--- src/rtl/ssd_pkg.sv ---
package ssd_pkg;

    typedef enum logic [1:0] {
        BM_OFF  = 2'b00,
        BM_3W   = 2'b01,
        BM_2W   = 2'b10,
        BM_2WH  = 2'b11
    } bus_mode_e;

    typedef struct packed {
        logic scl;
        logic sda;
    } bus_t;

    typedef struct packed {
        logic start;
        logic clk_edge;
    } evt_t;

    function automatic logic is_two_wire(bus_mode_e m);
        return m[1];
    endfunction

    function automatic logic edge_sel(bus_mode_e m, logic [1:0] cs, logic strobe);
        return !m[1] && cs[1] && !strobe;
    endfunction

endpackage

--- src/rtl/ssd_sync.sv ---
module ssd_sync #(
    parameter int STAGES = 2,
    parameter int W      = 2
) (
    input  logic         clk,
    input  logic         rst,
    input  logic [W-1:0] d_i,
    output logic [W-1:0] q_o
);
    logic [W-1:0] stg [STAGES];

    for (genvar i = 0; i < STAGES; i++) begin : g_stage
        always_ff @(posedge clk) begin
            if (rst)
                stg[i] <= '1;
            else if (i == 0)
                stg[i] <= d_i;
            else
                stg[i] <= stg[(i == 0) ? 0 : i-1];
        end
    end

    assign q_o = stg[STAGES-1];
endmodule

--- src/rtl/ssd_delay.sv ---
module ssd_delay #(
    parameter int DLY = 2
) (
    input  logic clk,
    input  logic rst,
    input  logic d_i,
    output logic q_o
);
    if (DLY == 0) begin : g_pass
        assign q_o = d_i;
    end else begin : g_line
        logic [DLY-1:0] line;
        always_ff @(posedge clk) begin
            if (rst)
                line <= '1;
            else if (DLY == 1)
                line <= d_i;
            else
                line <= {line[(DLY > 1 ? DLY-2 : 0):0], d_i};
        end
        assign q_o = line[DLY-1];
    end
endmodule

--- src/rtl/ssd_evt.sv ---
module ssd_evt
    import ssd_pkg::*;
(
    input  logic       clk,
    input  logic       rst,
    input  bus_mode_e  mode,
    input  logic [1:0] cs,
    input  logic       strobe,
    input  logic       scl_s,
    input  logic       sda_d,
    output evt_t       evt_o
);
    logic scl_prev;
    logic sda_prev;

    always_ff @(posedge clk) begin
        if (rst) begin
            scl_prev <= 1'b1;
            sda_prev <= 1'b1;
        end else begin
            scl_prev <= scl_s;
            sda_prev <= sda_d;
        end
    end

    always_comb begin
        evt_o.start    = is_two_wire(mode) && sda_prev && !sda_d && scl_s;
        evt_o.clk_edge = edge_sel(mode, cs, strobe) && (scl_s != scl_prev);
    end
endmodule

--- src/rtl/ssd_top.sv ---
module ssd_top
    import ssd_pkg::*;
#(
    parameter int SYNC_STAGES = 2,
    parameter int DATA_DLY    = 2
) (
    input  logic       clk,
    input  logic       rst,
    input  logic [1:0] mode_i,
    input  logic [1:0] clk_src_i,
    input  logic       strobe_sel_i,
    input  logic       scl_i,
    input  logic       sda_i,
    input  logic       ie_i,
    input  logic       flag_clr_i,
    output logic       flag_o,
    output logic       irq_o
);
    localparam int BUS_W = $bits(bus_t);

    bus_t      bus_raw;
    bus_t      bus_s;
    logic      sda_dly;
    evt_t      evt;
    logic      flag_q;
    bus_mode_e mode;

    assign mode        = bus_mode_e'(mode_i);
    assign bus_raw.scl = scl_i;
    assign bus_raw.sda = sda_i;

    ssd_sync #(.STAGES(SYNC_STAGES), .W(BUS_W)) u_sync (
        .clk (clk),
        .rst (rst),
        .d_i (bus_raw),
        .q_o (bus_s)
    );

    ssd_delay #(.DLY(DATA_DLY)) u_dly (
        .clk (clk),
        .rst (rst),
        .d_i (bus_s.sda),
        .q_o (sda_dly)
    );

    ssd_evt u_evt (
        .clk    (clk),
        .rst    (rst),
        .mode   (mode),
        .cs     (clk_src_i),
        .strobe (strobe_sel_i),
        .scl_s  (bus_s.scl),
        .sda_d  (sda_dly),
        .evt_o  (evt)
    );

    always_ff @(posedge clk) begin
        if (rst)
            flag_q <= 1'b0;
        else if (evt.start || evt.clk_edge)
            flag_q <= 1'b1;
        else if (flag_clr_i)
            flag_q <= 1'b0;
    end

    assign flag_o = flag_q;
    assign irq_o  = flag_q & ie_i;
endmodule

--- config.mk ---
export PLATFORM = sky130hd
export DESIGN_NAME = ssd_top
export DESIGN_NICKNAME = d
export VERILOG_FILES = /design/src/rtl/ssd_pkg.sv /design/src/rtl/ssd_sync.sv /design/src/rtl/ssd_delay.sv /design/src/rtl/ssd_evt.sv /design/src/rtl/ssd_top.sv
export SDC_FILE = /design/constraint.sdc
export NUM_CORES = 1
export LEC_CHECK = 0
export CORE_AREA = 10 10 47 49
export DETAILED_ROUTE_END_ITERATION = 10
export DIE_AREA = 0 0 57 59
export DONT_BUFFER_PORTS = 1
export HOLD_SLACK_MARGIN = 0.03
export MAX_ROUTING_LAYER = met4
export PLACE_DENSITY_LB_ADDON = 0.25
export SLEW_MARGIN = 25
export SYNTH_ARGS = -nofsm -noshare
export SYNTH_HDL_FRONTEND = slang
export SYNTH_SLANG_ARGS = --single-unit
--- constraint.sdc ---
create_clock -name clk -period 2.2 [get_ports clk]
set_clock_uncertainty 0.1 [all_clocks]
set_input_delay 0.22 -clock clk [delete_from_list [all_inputs] [get_ports clk]]
set_output_delay 0.22 -clock clk [all_outputs]
set_load 0.1 [all_outputs]
==> run_results.csv <==
group,metric,value,unit
finish,fillCellCount,149,
timing,finalCritPeriodShare,0.5756,
floorplan,rows,14,
global_route,grt_pass1_wl,890,um
synthesis,ys_top_cells_by_count,"dfxtp_1 (9), or2_1 (8)",
synthesis,ys_types,9,
timing,fin_tns_setup,0,ns
synthesis,synth_area_leader_cell,"dfxtp_1",
timing,min_period,1.266,ns
run,maxCapViolations,0,
clocking,postCtsSetupBuffers,0,
synthesis,async_flop_share,0,
run_status,status,"completed",
floorplan,coreArea,1401,um^2
setup_path,crit_chain,"and2_1 > buf_12",
clocking,clock_latency,0.25,ns
clocking,cts_resized,0,
floorplan,start_util,0.1964,
pwr,pwr-share-comb,0.053,
pwr,powerDensity,815.1,nW/um^2
placement,gp_congestion,0.7572,
clocking,hold_buffers,3,
synthesis,synthFlopType,"dfxtp_1",
synthesis,synth_fp_nets,35,
routing,post_drt_via_cell_ratio,3.796,
setup_path,crit_fanout,3,
finish,n_antenna_cell,0,
finish,nNetsFinal,45,
timing,tightest_slew,0.2807,ns
synthesis,synth_edf_count,0,
pwr,internal_power,0.2462,mW
pwr,power.switching,0.06285,mW
routing,post_drt_wl_per_cell,10.27,um
clocking,cts_root_buffer,"clkbuf_4",
placement,dp_slack,1.199,ns
pwr,clockPowerShare,0.397,
pwr,ir_worst_vdd,348.0,uV
timing,drv_slew,0,
synthesis,yosysMostFrequentCell,"dfxtp_1",
clocking,ctsLongestPathBuffers,2,
clocking,cts.sink_count,9,
synthesis,syn_inst,24,
pwr,power.sequential.fraction,0.550,
floorplan,die_h,59,um
global_route,grt_pass1_vias,193,
min_path,hp-class,"input pin to register",
finish,area_delta_synth_final,37.73,%
synthesis,yosys_warnings,0,
setup_path,cp.required,1.88,ns
timing,max_freq,789.7,MHz
setup_path,criticalPathCategory,"register to output pin",
clocking,clk_pin_slew,0.06,ns
synthesis,synth_area_leaders,"dfxtp_1 (65%), or2_1 (18%), nand4b_1 (3.2%), xor2_1 (3.2%), a31oi_1 (2.3%)",
pwr,cellLeakagePower,0.1361,nW
synthesis,synth_area,275.3,um^2
pwr,p_sw_frac,0.2034,
timing,hold_viol,0,
clocking,cts_tree,"built",
floorplan,ios,13,
synthesis,synth.ff_latch_count,9,
finish,drive_gt1_frac,0.1515,
timing,setup_violations,0,
setup_path,slowest_delay,0.34,ns
setup_path,end_kind,"output pin",
routing,drtIter0Drc,5,
timing,layout_setup_ws,0.9337,ns
routing,drcViolationCount,0,
routing,dr.pass1.iters,3,
synthesis,synth-seq-area-share,0.6545,
floorplan,die-width,57,um
synthesis,syn_avg_cell_area,11.47,um^2
timing,slew_headroom,0.8144,
setup_path,crit_slowest_cell,"dfxtp_1",
global_route,grt_max_degree,10,
routing,vias,186,
setup_path,worstPathArrival,0.95,ns
clocking,htreeDepth,1,
clocking,numCtsBuffers,3,
global_route,grt_usage,0.03606,
global_route,grt-ovfl-total,0,
routing,antenna_left,0,
floorplan,dieArea,3363,um^2
finish,final_core_util,0.2705,
placement,io_buffers,0,
setup_path,start_kind,"register",
global_route,antenna_found_initial,0,
timing,rsz0062_at_grt,"no",
routing,routed_wl,503,um
synthesis,synth_top_area_frac,0.6545,
==> cells by family after synthesis <==
kind of cell / synth area share
compound gates: 0.02274
xor+xnor: 0.03182
flops: 0.6545
simple gates: 0.2909
==> worst paths after layout <==
check | start | end | slack, ns | cells past startpoint
worst max register to register | u_sync.stg[1][1]$_SDFF_PP1_ | flag_o$_SDFFE_PP0P_ | 1.27 | 3
worst max-delay path | flag_o$_SDFFE_PP0P_ | irq_o | 0.93 | 2
worst min-delay path | clk_src_i[1] | flag_o$_SDFFE_PP0P_ | 0.05 | 2
worst min register to register | u_sync.stg[1][0]$_SDFF_PP1_ | u_dly.g_line.line[0]$_SDFF_PP1_ | 0.30 | 1
==> power groups by stage <==
stage / logic [mW] / clock network, mW / registers [mW]
3_5_place_dp: 0.0111 / 0 / 0.174
3_3_place_gp: 0.0108 / 0 / 0.173
4_1_cts: 0.0167 / 0.130 / 0.170
2_1_floorplan: 0.00637 / 0 / 0.176
5_1_grt: 0.0182 / 0.136 / 0.171
6_report: 0.0165 / 0.123 / 0.170
==> metal layers <==
layer / global-route usage / share of wire
met1: 0.03943 / 0.56
met2: 0.03876 / 0.34
met3: 0.03648 / 0.099
met4: 0.02013 / 0
met5: - / 0
==> per-stage QoR <==
| step | instance area, um^2 | hold WS, ns | cells | total power [mW] |
|---|---|---|---|---|
| final | 379.1 | 0.05179 | 49 | 0.3090 |
| after global placement | 322.8 | 0.1949 | 42 | 0.1842 |
| after global routing | 379.1 | 0.04660 | 49 | 0.3244 |
| after CTS | 379.1 | 0.04826 | 49 | 0.3165 |
| after floorplan | 275.3 | 0.1894 | 24 | 0.1821 |
| after detailed placement | 322.8 | 0.1933 | 42 | 0.1846 |
==> critical path, delay by kind of cell (launching register included) <==
kind                   cells  cell delay [ns]
buffers and inverters      1             0.18
flip-flops                 1             0.34
AND/OR/NAND/NOR            1             0.17
==> sequential cells by signal (all words and copies together), names as in the netlist <==
register,flops
flag_o,1
u_evt.scl_prev,1
u_dly.g_line.line,2
u_evt.sda_prev,1
u_sync.stg,4
==> cell usage in the layout, fill, tap and decap left out <==
cell type,n
nand3_1,1
clkbuf_1,1
xor2_1,1
nand2b_1,1
nor2_1,1
buf_12,1
buf_4,1
or2_1,8
dlygate4sd3_1,3
clkbuf_4,3
a31oi_1,1
nand4b_1,1
and2_1,1
dfxtp_1,9
==> cell type report <==
type	count	area, um^2	area share
Sequential cell	9	180.2	0.4752
Multi-Input combinational cell	15	95.09	0.2508
Timing Repair Buffer	5	57.56	0.1518
Clock buffer	4	26.28	0.06931
Tap cell	16	20.02	0.05281
No activity file was read; power rests on OpenSTA's default activity.
